[src/rtl/dec_arith_pkg.sv]
package dec_arith_pkg;
  localparam int DW = 8;
  localparam int NW = DW / 2;

  typedef enum logic [1:0] {
    OP_ADD = 2'd0,
    OP_SUB = 2'd1,
    OP_CMP = 2'd2,
    OP_CMX = 2'd3
  } op_e;

  typedef struct packed {
    logic [DW-1:0] res;
    logic          n;
    logic          v;
    logic          z;
    logic          c;
  } out_t;
endpackage

[src/rtl/dec_bin_core.sv]
module dec_bin_core
  import dec_arith_pkg::*;
(
  input  logic [DW-1:0] a_i,
  input  logic [DW-1:0] m_i,
  input  logic          sub_i,
  input  logic          cin_i,
  output out_t          o
);
  logic [DW-1:0] b;
  logic [DW:0]   full;

  always_comb begin
    b      = sub_i ? ~m_i : m_i;
    full   = {1'b0, a_i} + {1'b0, b} + {{DW{1'b0}}, cin_i};
    o.res  = full[DW-1:0];
    o.c    = full[DW];
    o.n    = full[DW-1];
    o.z    = (full[DW-1:0] == '0);
    o.v    = ~(a_i[DW-1] ^ b[DW-1]) & (a_i[DW-1] ^ full[DW-1]);
  end
endmodule

[src/rtl/dec_digit_core.sv]
module dec_digit_core
  import dec_arith_pkg::*;
(
  input  logic [DW-1:0] a_i,
  input  logic [DW-1:0] m_i,
  input  logic          cin_i,
  output logic [DW-1:0] add_res_o,
  output logic          add_n_o,
  output logic          add_v_o,
  output logic          add_c_o,
  output logic [DW-1:0] sub_res_o
);
  localparam logic [NW+1:0] NINE = (NW+2)'(9);
  localparam logic [NW+1:0] SIX  = (NW+2)'(6);
  localparam logic [NW+1:0] MAXD = (NW+2)'((1 << NW) - 1);

  logic [NW+1:0] add_lo, add_lo_fix, add_hi, add_hi_fix;
  logic          lo_cy;
  logic [NW:0]   sub_lo, sub_hi;
  logic [NW-1:0] sub_lo_fix, sub_hi_fix;
  logic          lo_bw;

  // decimal add: low fix, carry taken from fixed low, flags before high fix
  always_comb begin
    add_lo     = {2'b00, a_i[NW-1:0]} + {2'b00, m_i[NW-1:0]} + {{(NW+1){1'b0}}, cin_i};
    add_lo_fix = (add_lo > NINE) ? add_lo + SIX : add_lo;
    lo_cy      = (add_lo_fix > MAXD);
    add_hi     = {2'b00, a_i[DW-1:NW]} + {2'b00, m_i[DW-1:NW]} + {{(NW+1){1'b0}}, lo_cy};
    add_n_o    = add_hi[NW-1];
    add_v_o    = (add_hi[NW-1] ^ a_i[DW-1]) & ~(a_i[DW-1] ^ m_i[DW-1]);
    add_hi_fix = (add_hi > NINE) ? add_hi + SIX : add_hi;
    add_c_o    = (add_hi_fix > MAXD);
    add_res_o  = {add_hi_fix[NW-1:0], add_lo_fix[NW-1:0]};
  end

  // decimal subtract: borrow is the sign of the unfixed low digit
  always_comb begin
    sub_lo     = {1'b0, a_i[NW-1:0]} - {1'b0, m_i[NW-1:0]} - {{NW{1'b0}}, ~cin_i};
    lo_bw      = sub_lo[NW];
    sub_lo_fix = lo_bw ? sub_lo[NW-1:0] - SIX[NW-1:0] : sub_lo[NW-1:0];
    sub_hi     = {1'b0, a_i[DW-1:NW]} - {1'b0, m_i[DW-1:NW]} - {{NW{1'b0}}, lo_bw};
    sub_hi_fix = sub_hi[NW] ? sub_hi[NW-1:0] - SIX[NW-1:0] : sub_hi[NW-1:0];
    sub_res_o  = {sub_hi_fix, sub_lo_fix};
  end
endmodule

[src/rtl/dec_arith_unit.sv]
module dec_arith_unit
  import dec_arith_pkg::*;
#(
  parameter bit REG_OUT = 1'b1
) (
  input  logic          clk,
  input  logic          rst_n,
  input  logic [1:0]    op_i,
  input  logic          dec_i,
  input  logic          cin_i,
  input  logic          v_i,
  input  logic [DW-1:0] acc_i,
  input  logic [DW-1:0] opd_i,
  output logic [DW-1:0] res_o,
  output logic          n_o,
  output logic          v_o,
  output logic          z_o,
  output logic          c_o
);
  op_e           op;
  out_t          bin_o, cmp_o, nxt, cur;
  logic [DW-1:0] dadd_res, dsub_res;
  logic          dadd_n, dadd_v, dadd_c;

  assign op = op_e'(op_i);

  dec_bin_core u_arith (
    .a_i(acc_i), .m_i(opd_i), .sub_i(op == OP_SUB), .cin_i(cin_i), .o(bin_o)
  );

  dec_bin_core u_cmp (
    .a_i(acc_i), .m_i(opd_i), .sub_i(1'b1), .cin_i(1'b1), .o(cmp_o)
  );

  dec_digit_core u_digit (
    .a_i(acc_i), .m_i(opd_i), .cin_i(cin_i),
    .add_res_o(dadd_res), .add_n_o(dadd_n), .add_v_o(dadd_v), .add_c_o(dadd_c),
    .sub_res_o(dsub_res)
  );

  always_comb begin
    nxt = bin_o;
    unique case (op)
      OP_ADD: begin
        if (dec_i) begin
          nxt.res = dadd_res;
          nxt.n   = dadd_n;
          nxt.v   = dadd_v;
          nxt.c   = dadd_c;
        end
      end
      OP_SUB: begin
        if (dec_i) nxt.res = dsub_res;
      end
      default: begin
        nxt     = cmp_o;
        nxt.res = acc_i;
        nxt.v   = v_i;
      end
    endcase
  end

  generate
    if (REG_OUT) begin : g_reg
      logic upd_en;
      logic primed;
      assign upd_en = 1'b1;

      always_ff @(posedge clk or negedge rst_n) begin
        if (!rst_n)      cur <= '0;
        else if (upd_en) cur <= nxt;
      end

      always_ff @(posedge clk or negedge rst_n) begin
        if (!rst_n) primed <= 1'b0;
        else        primed <= 1'b1;
      end

      AST_CMP_PASSTHRU: assert property (@(posedge clk) disable iff (!rst_n)
        primed && $past(op_i[1]) |-> (res_o == $past(acc_i)) && (v_o == $past(v_i)));

      AST_ADD_ZERO_BINARY: assert property (@(posedge clk) disable iff (!rst_n)
        primed && ($past(op_i) == 2'd0) |->
          z_o == (($past(acc_i) + $past(opd_i) + {{(DW-1){1'b0}}, $past(cin_i)}) == '0));

      AST_BIN_ADD_SUM: assert property (@(posedge clk) disable iff (!rst_n)
        primed && ($past(op_i) == 2'd0) && !$past(dec_i) |->
          res_o == ($past(acc_i) + $past(opd_i) + {{(DW-1){1'b0}}, $past(cin_i)}));

      AST_SUB_CARRY_BINARY: assert property (@(posedge clk) disable iff (!rst_n)
        primed && ($past(op_i) == 2'd1) |->
          c_o == ({1'b0, $past(acc_i)} >= ({1'b0, $past(opd_i)} + {{DW{1'b0}}, !$past(cin_i)})));

      AST_DEC_ADD_LEGAL: assert property (@(posedge clk) disable iff (!rst_n)
        primed && ($past(op_i) == 2'd0) && $past(dec_i)
        && ($past(acc_i[NW-1:0]) <= 4'd9) && ($past(acc_i[DW-1:NW]) <= 4'd9)
        && ($past(opd_i[NW-1:0]) <= 4'd9) && ($past(opd_i[DW-1:NW]) <= 4'd9) |->
          (res_o[NW-1:0] <= 4'd9) && (res_o[DW-1:NW] <= 4'd9));
    end else begin : g_comb
      assign cur = nxt;
    end
  endgenerate

  assign res_o = cur.res;
  assign n_o   = cur.n;
  assign v_o   = cur.v;
  assign z_o   = cur.z;
  assign c_o   = cur.c;
endmodule

[config.mk]
export PLATFORM = sky130hd
export DESIGN_NAME = dec_arith_unit
export DESIGN_NICKNAME = d
export VERILOG_FILES = /design/src/rtl/dec_arith_pkg.sv /design/src/rtl/dec_bin_core.sv /design/src/rtl/dec_digit_core.sv /design/src/rtl/dec_arith_unit.sv
export SDC_FILE = /design/constraint.sdc
export NUM_CORES = 1
export LEC_CHECK = 0
export BUFFER_PORTS_ARGS = -buffer_cell sky130_fd_sc_hd__buf_2
export CORE_MARGIN = 1
export CORE_UTILIZATION = 50
export CTS_BUF_LIST = sky130_fd_sc_hd__clkbuf_8
export DETAILED_ROUTE_END_ITERATION = 10
export PLACE_DENSITY = 0.73
export SYNTH_ARGS = -nofsm -noshare
export SYNTH_HDL_FRONTEND = slang
export SYNTH_SLANG_ARGS = --single-unit
[constraint.sdc]
create_clock -name clk -period 0.8 [get_ports clk]
set_clock_uncertainty 0.05 [all_clocks]
set_input_delay 0.12 -clock clk [delete_from_list [all_inputs] [get_ports clk]]
set_output_delay 0.12 -clock clk [all_outputs]
set_load 0.05 [all_outputs]
Yosys cells after proc, flatten, opt, wreduce, memory -nomap -nowiden --
Index checks and enable logic that the tools add are counted.
Storage, ports and cells: register bits 12, input port bits 23, output and inout bits 12, logic and storage cells 52
Operators by class: $add $sub $neg 16, $lt $le $gt $ge 4, equality and inequality tests 1, multiplexer cells 12, bitwise logic cells 10, reduce and logical (&&, ||, !) cells 4
Operators by type and width (number):
- $gt 6x4->1 const B | 4
- $add 8x8->9 | 2
- $logic_not 8->1 | 2
- $mux 8 | 2
- $pmux 8 s2 | 1
- $add 6x1->6 | 2
- $add 6x3->6 const B | 2
- $mux 6 | 2
- $add 4x4->5 | 2
- $mux 10 | 1
- $sub 4x4->5 | 2
- $sub 5x1->5 | 2
- $add 9x1->9 | 1
- $add 9x1->9 const B | 1
- $mux 4 | 2
- $not 8->8 | 1
- $sub 4x3->4 const B | 2
- $pmux 2 s2 | 1
- $xor 1x1->1 | 4
- $not 1->1 | 3
- $and 1x1->1 | 2
- $eq 2x1->1 const B | 1
- $logic_not 2->1 | 1
- $mux 1 | 2
- other kinds (2) | 2

Longest topological paths before layout --
depth after elaboration 11, gate-level depth with buffers 20, mapped depth without buffers 20

Modules after synthesis --
A second synthesis with hierarchy kept.
Second synthesis, totals: cells, all modules 338, area total of the unflattened synthesis 2877.8 µm²
Modules (own cells, without submodules):
- dec_digit_core | instances 1, cells each 159, area an instance 1231.2 µm², sequential area each 0.0 µm²
- dec_arith_unit | instances 1, cells each 63, area an instance 729.4 µm², sequential area each 300.3 µm²
- dec_bin_core at u_cmp | instances 1, cells each 63, area an instance 488.0 µm², sequential area each 0.0 µm²
- dec_bin_core at u_arith | instances 1, cells each 53, area an instance 429.2 µm², sequential area each 0.0 µm²

Least setup slack after synthesis --
No wires, ideal clock.
path type input -> register, from in cin_i, to reg cur (netlist bit res_o[6]), data arrival time 3.876 ns, required time 0.621 ns, slack -3.254 ns, stages on the path 18, buffers on the path 0, cells stage by stage inv_1 fa_1 inv_1 fa_1 nor2b_1 maj3_1 xnor2_1 inv_1 fa_1 ha_1 nor2_1 fa_1 a21bo_2 a2bb2oi_1 mux2i_1 a21oi_1 nor4_1 o31ai_1
RTL lines:
- from (decl) | line dec_arith_unit.sv:10 | input logic cin_i,
- to (signal assigned) | line dec_arith_unit.sv:71 | else if (upd_en) cur <= nxt;
- to (decl) | line dec_arith_unit.sv:21 | out_t bin_o, cmp_o, nxt, cur;

==> impl_metrics.toml <==
[synthesis]
synth_area_um2 = 2650
synth-adder-area-share = 0.256
synthArstFlopShare = 1.00
synth_simple_gate_area_frac = 0.178
avgSynthCellArea_um2 = 8.02
ys_seq_elements = 12
synth_xor_area_frac = 0.132
synthCells = 330
synth_top_family_by_area = "adder cells"
synthDistinctLibCells = 55
synth_nets = 401
synth_compound_area_frac = 0.222
synthMuxAreaShare = 0.0288
synth_edf_count = 0
ys_warn_count = 0
synth_ff_type = "dfrtp_1"
seq_area_frac_synth = 0.113

[timing]
setup-violations-final = 24
relSlewSlack = 0.527
fin_crit_sh = 4.77
tightestPinTransition_ns = 0.703
rsz0062_at_grt = "yes"
maxSlewViolCount = 0
fin_crit_ns = 3.82
hold_viol = 0
max_freq_mhz = 262
setup_slack_ns = -3.02

[clock_network]
cts_buffers = 3
h-tree-depth = 1
root_buffer = "clkbuf_8"
path_clk_slew_ns = 0.06
clock_sinks = 12
cts.path.max_buffers = 2
cts_tree = "yes"

[min_path]
hp-class = "in -> reg"
holdPathStages = 3

[critical_path]
worst_path_max_delay_cell = "fa_2"
critPathCaptureType = "flip-flop"
cp-startpoint = "opd_i[0]"
start_kind = "primary input"
path_common_cell = "fa_2"
cp_cell_sequence = "buf_8, fa_2, inv_2, fa_2, nor2b_2, maj3_2, xnor2_2, inv_1, fa_2, ha_4, nor2_4, fa_2, and3b_2, a2bb2oi_4, xnor2_2, o21ai_1, a31oi_1, o21a_1, o31ai_1"
endpoint = "res_o[5]"
crit_required_ns = 0.86
critPathMaxFanout = 3
arrival_ns = 3.87
worstSetupPathType = "in -> reg"
critical-path-max-stage-delay_ns = 0.59

[route]
vias = 3197
drt_iter0_markers = 466
drt-total-wl_um = 9930
drc = 0
firstDrtPassIters = 9
antenna_left = 0
post_drt_via_cell_ratio = 5.91
wl_per_cell_um = 18.3

[placement]
placed_cell_area_um2 = 3820
numPortBuffers = 34
pre_cts_slack_ns = -3.14
gp_congestion = 0.871
hpwl_um = 6570

[run_status]
status = "complete, but fails checks"
violations = "negative setup slack"

[final_layout]
layout.nets = 543
nFillCells = 278
syn_to_final_growth_pct = 60.2
drive_gt1_frac = 0.486
fin_util = 0.830
finish.instance_area_um2 = 4240
diodes = 0

[floorplanning]
die_area_um2 = 5590
core_area_um2 = 5110
rows = 26
die_x_um = 74.8
pin_count = 35
start_util = 0.518
die_height_um = 74.8

[pwr]
total_power_mw = 6.71
ir_worst_vdd_uv = 979
power.density_nw_per_um2 = 1580
p_leak_nw = 1.98

[global_routing]
grt_max_degree = 24
grt_util_all_layers = 0.339
grt_overflow_total = 0
grt_pass1_wl_um = 14300
antenna_found_initial = 0
grt_pass1_vias = 3079

[job]
cap_violations = 0
## cell families (layout without fill, tap and decap cells)
kind of cell | Yosys count | in the layout
simple gates | 92 | 92
compound gates | 85 | 85
buf+inv | 45 | 186
flops | 12 | 12
xor+xnor | 40 | 40
mux | 7 | 7
fa+ha+maj | 49 | 49
## power by group
part	total [mW]	internal (mW)	switching (mW)
Clock	0.667	0.435	0.232
Sequential	0.765	0.712	0.0527
Combinational	5.28	2.48	2.80
Total	6.71	3.63	3.09
## synth_stat cells (4+ instances only)
cell      number  share of area
a211oi_1       4          0.011
a21o_1         4          0.011
a21oi_1       18          0.034
a31oi_1       12          0.028
clkbuf_1       7         0.0099
dfrtp_1       12           0.11
fa_1           9          0.068
ha_1          39           0.18
inv_1         33          0.047
mux2i_1        5          0.019
nand2_1       16          0.023
nand2b_1       5          0.012
nand3_1        6          0.011
nor2_1        27          0.038
nor2b_1        7          0.017
nor3_1         6          0.011
nor4_1         6          0.014
o21a_1         4          0.011
o21ai_0       22          0.042
o31ai_1        5          0.014
xnor2_1       32           0.11
xor2_1         8          0.026
## per-stage QoR
| stage | cells | hold WS, ns | TNS [ns] |
|---|---|---|---|
| after floorplan | 330 | -0.226 | -23.70 |
| after global placement | 531 | -0.0545 | -27.08 |
| after detailed placement | 531 | -0.0485 | -28.21 |
| after CTS | 540 | 0.0927 | -26.12 |
| after global routing | 541 | 0.105 | -29.53 |
| final | 541 | 0.0968 | -28.19 |
## worst min path at each step
stage / endpoint / slack [ns] / startpoint
finish: v_o / 0.1 / v_i
global route: v_o / 0.11 / v_i
CTS: v_o / 0.09 / v_i
detailed placement: c_o / -0.05 / rst_n
global placement: v_o / -0.05 / rst_n
floorplan: c_o / -0.23 / rst_n
## layout by cell type (no fill, tap or decap), types with 6 or more instances in the layout
cell type	count
buf_4	111
nor2_1	24
inv_1	24
ha_4	6
dfrtp_1	12
xnor2_1	27
nor2b_1	6
buf_6	15
fa_2	7
a21oi_1	15
inv_2	8
a31oi_1	12
nor3_1	6
o21ai_1	7
ha_1	30
buf_2	19
nand2_1	13
o21ai_0	12
## critical path, delay by kind of cell
family	cells	cell delay (ns)
adder cells (fa/ha/maj)	6	2.03
AO/OA/AOI/OAI	5	0.73
XOR/XNOR	2	0.38
AND/OR/NAND/NOR	3	0.31
buffers and inverters	3	0.29
## cell type report
type / instances / area (um^2) / share of cell area
clock buffers: 4 / 55.1 / 0.0130
inverters: 34 / 135 / 0.0319
multi-input cells: 273 / 2520 / 0.594
flip-flops and latches: 12 / 300 / 0.0708
well taps: 70 / 87.6 / 0.0207
repair buffers: 148 / 1140 / 0.269
## timing repair
| item | CTS | global route |
|---|---|---|
| setup endpoints to repair | 24 | 24 |
| endpoints found under the hold margin | 12 | 0 |
| pin swaps | 26 | 8 |
| resized for setup | 54 | 24 |
| buffers inserted | 4 | 1 |
| hold buffers | 1 | 0 |
## registers in the layout (all words and copies together) (netlist names)
| signal | flops |
|---|---|
| c_o | 1 |
| n_o | 1 |
| res_o | 8 |
| v_o | 1 |
| z_o | 1 |
## layer usage
metal	vias to the layer above	GRT usage	part of all wire
met3	60	0.0576	0.085
met2	194	0.575	0.48
li1	1439	-	-
met1	1504	0.412	0.38
met5	-	0	0
met4	0	0.176	0.055
Power figures use the tool's default switching activity.
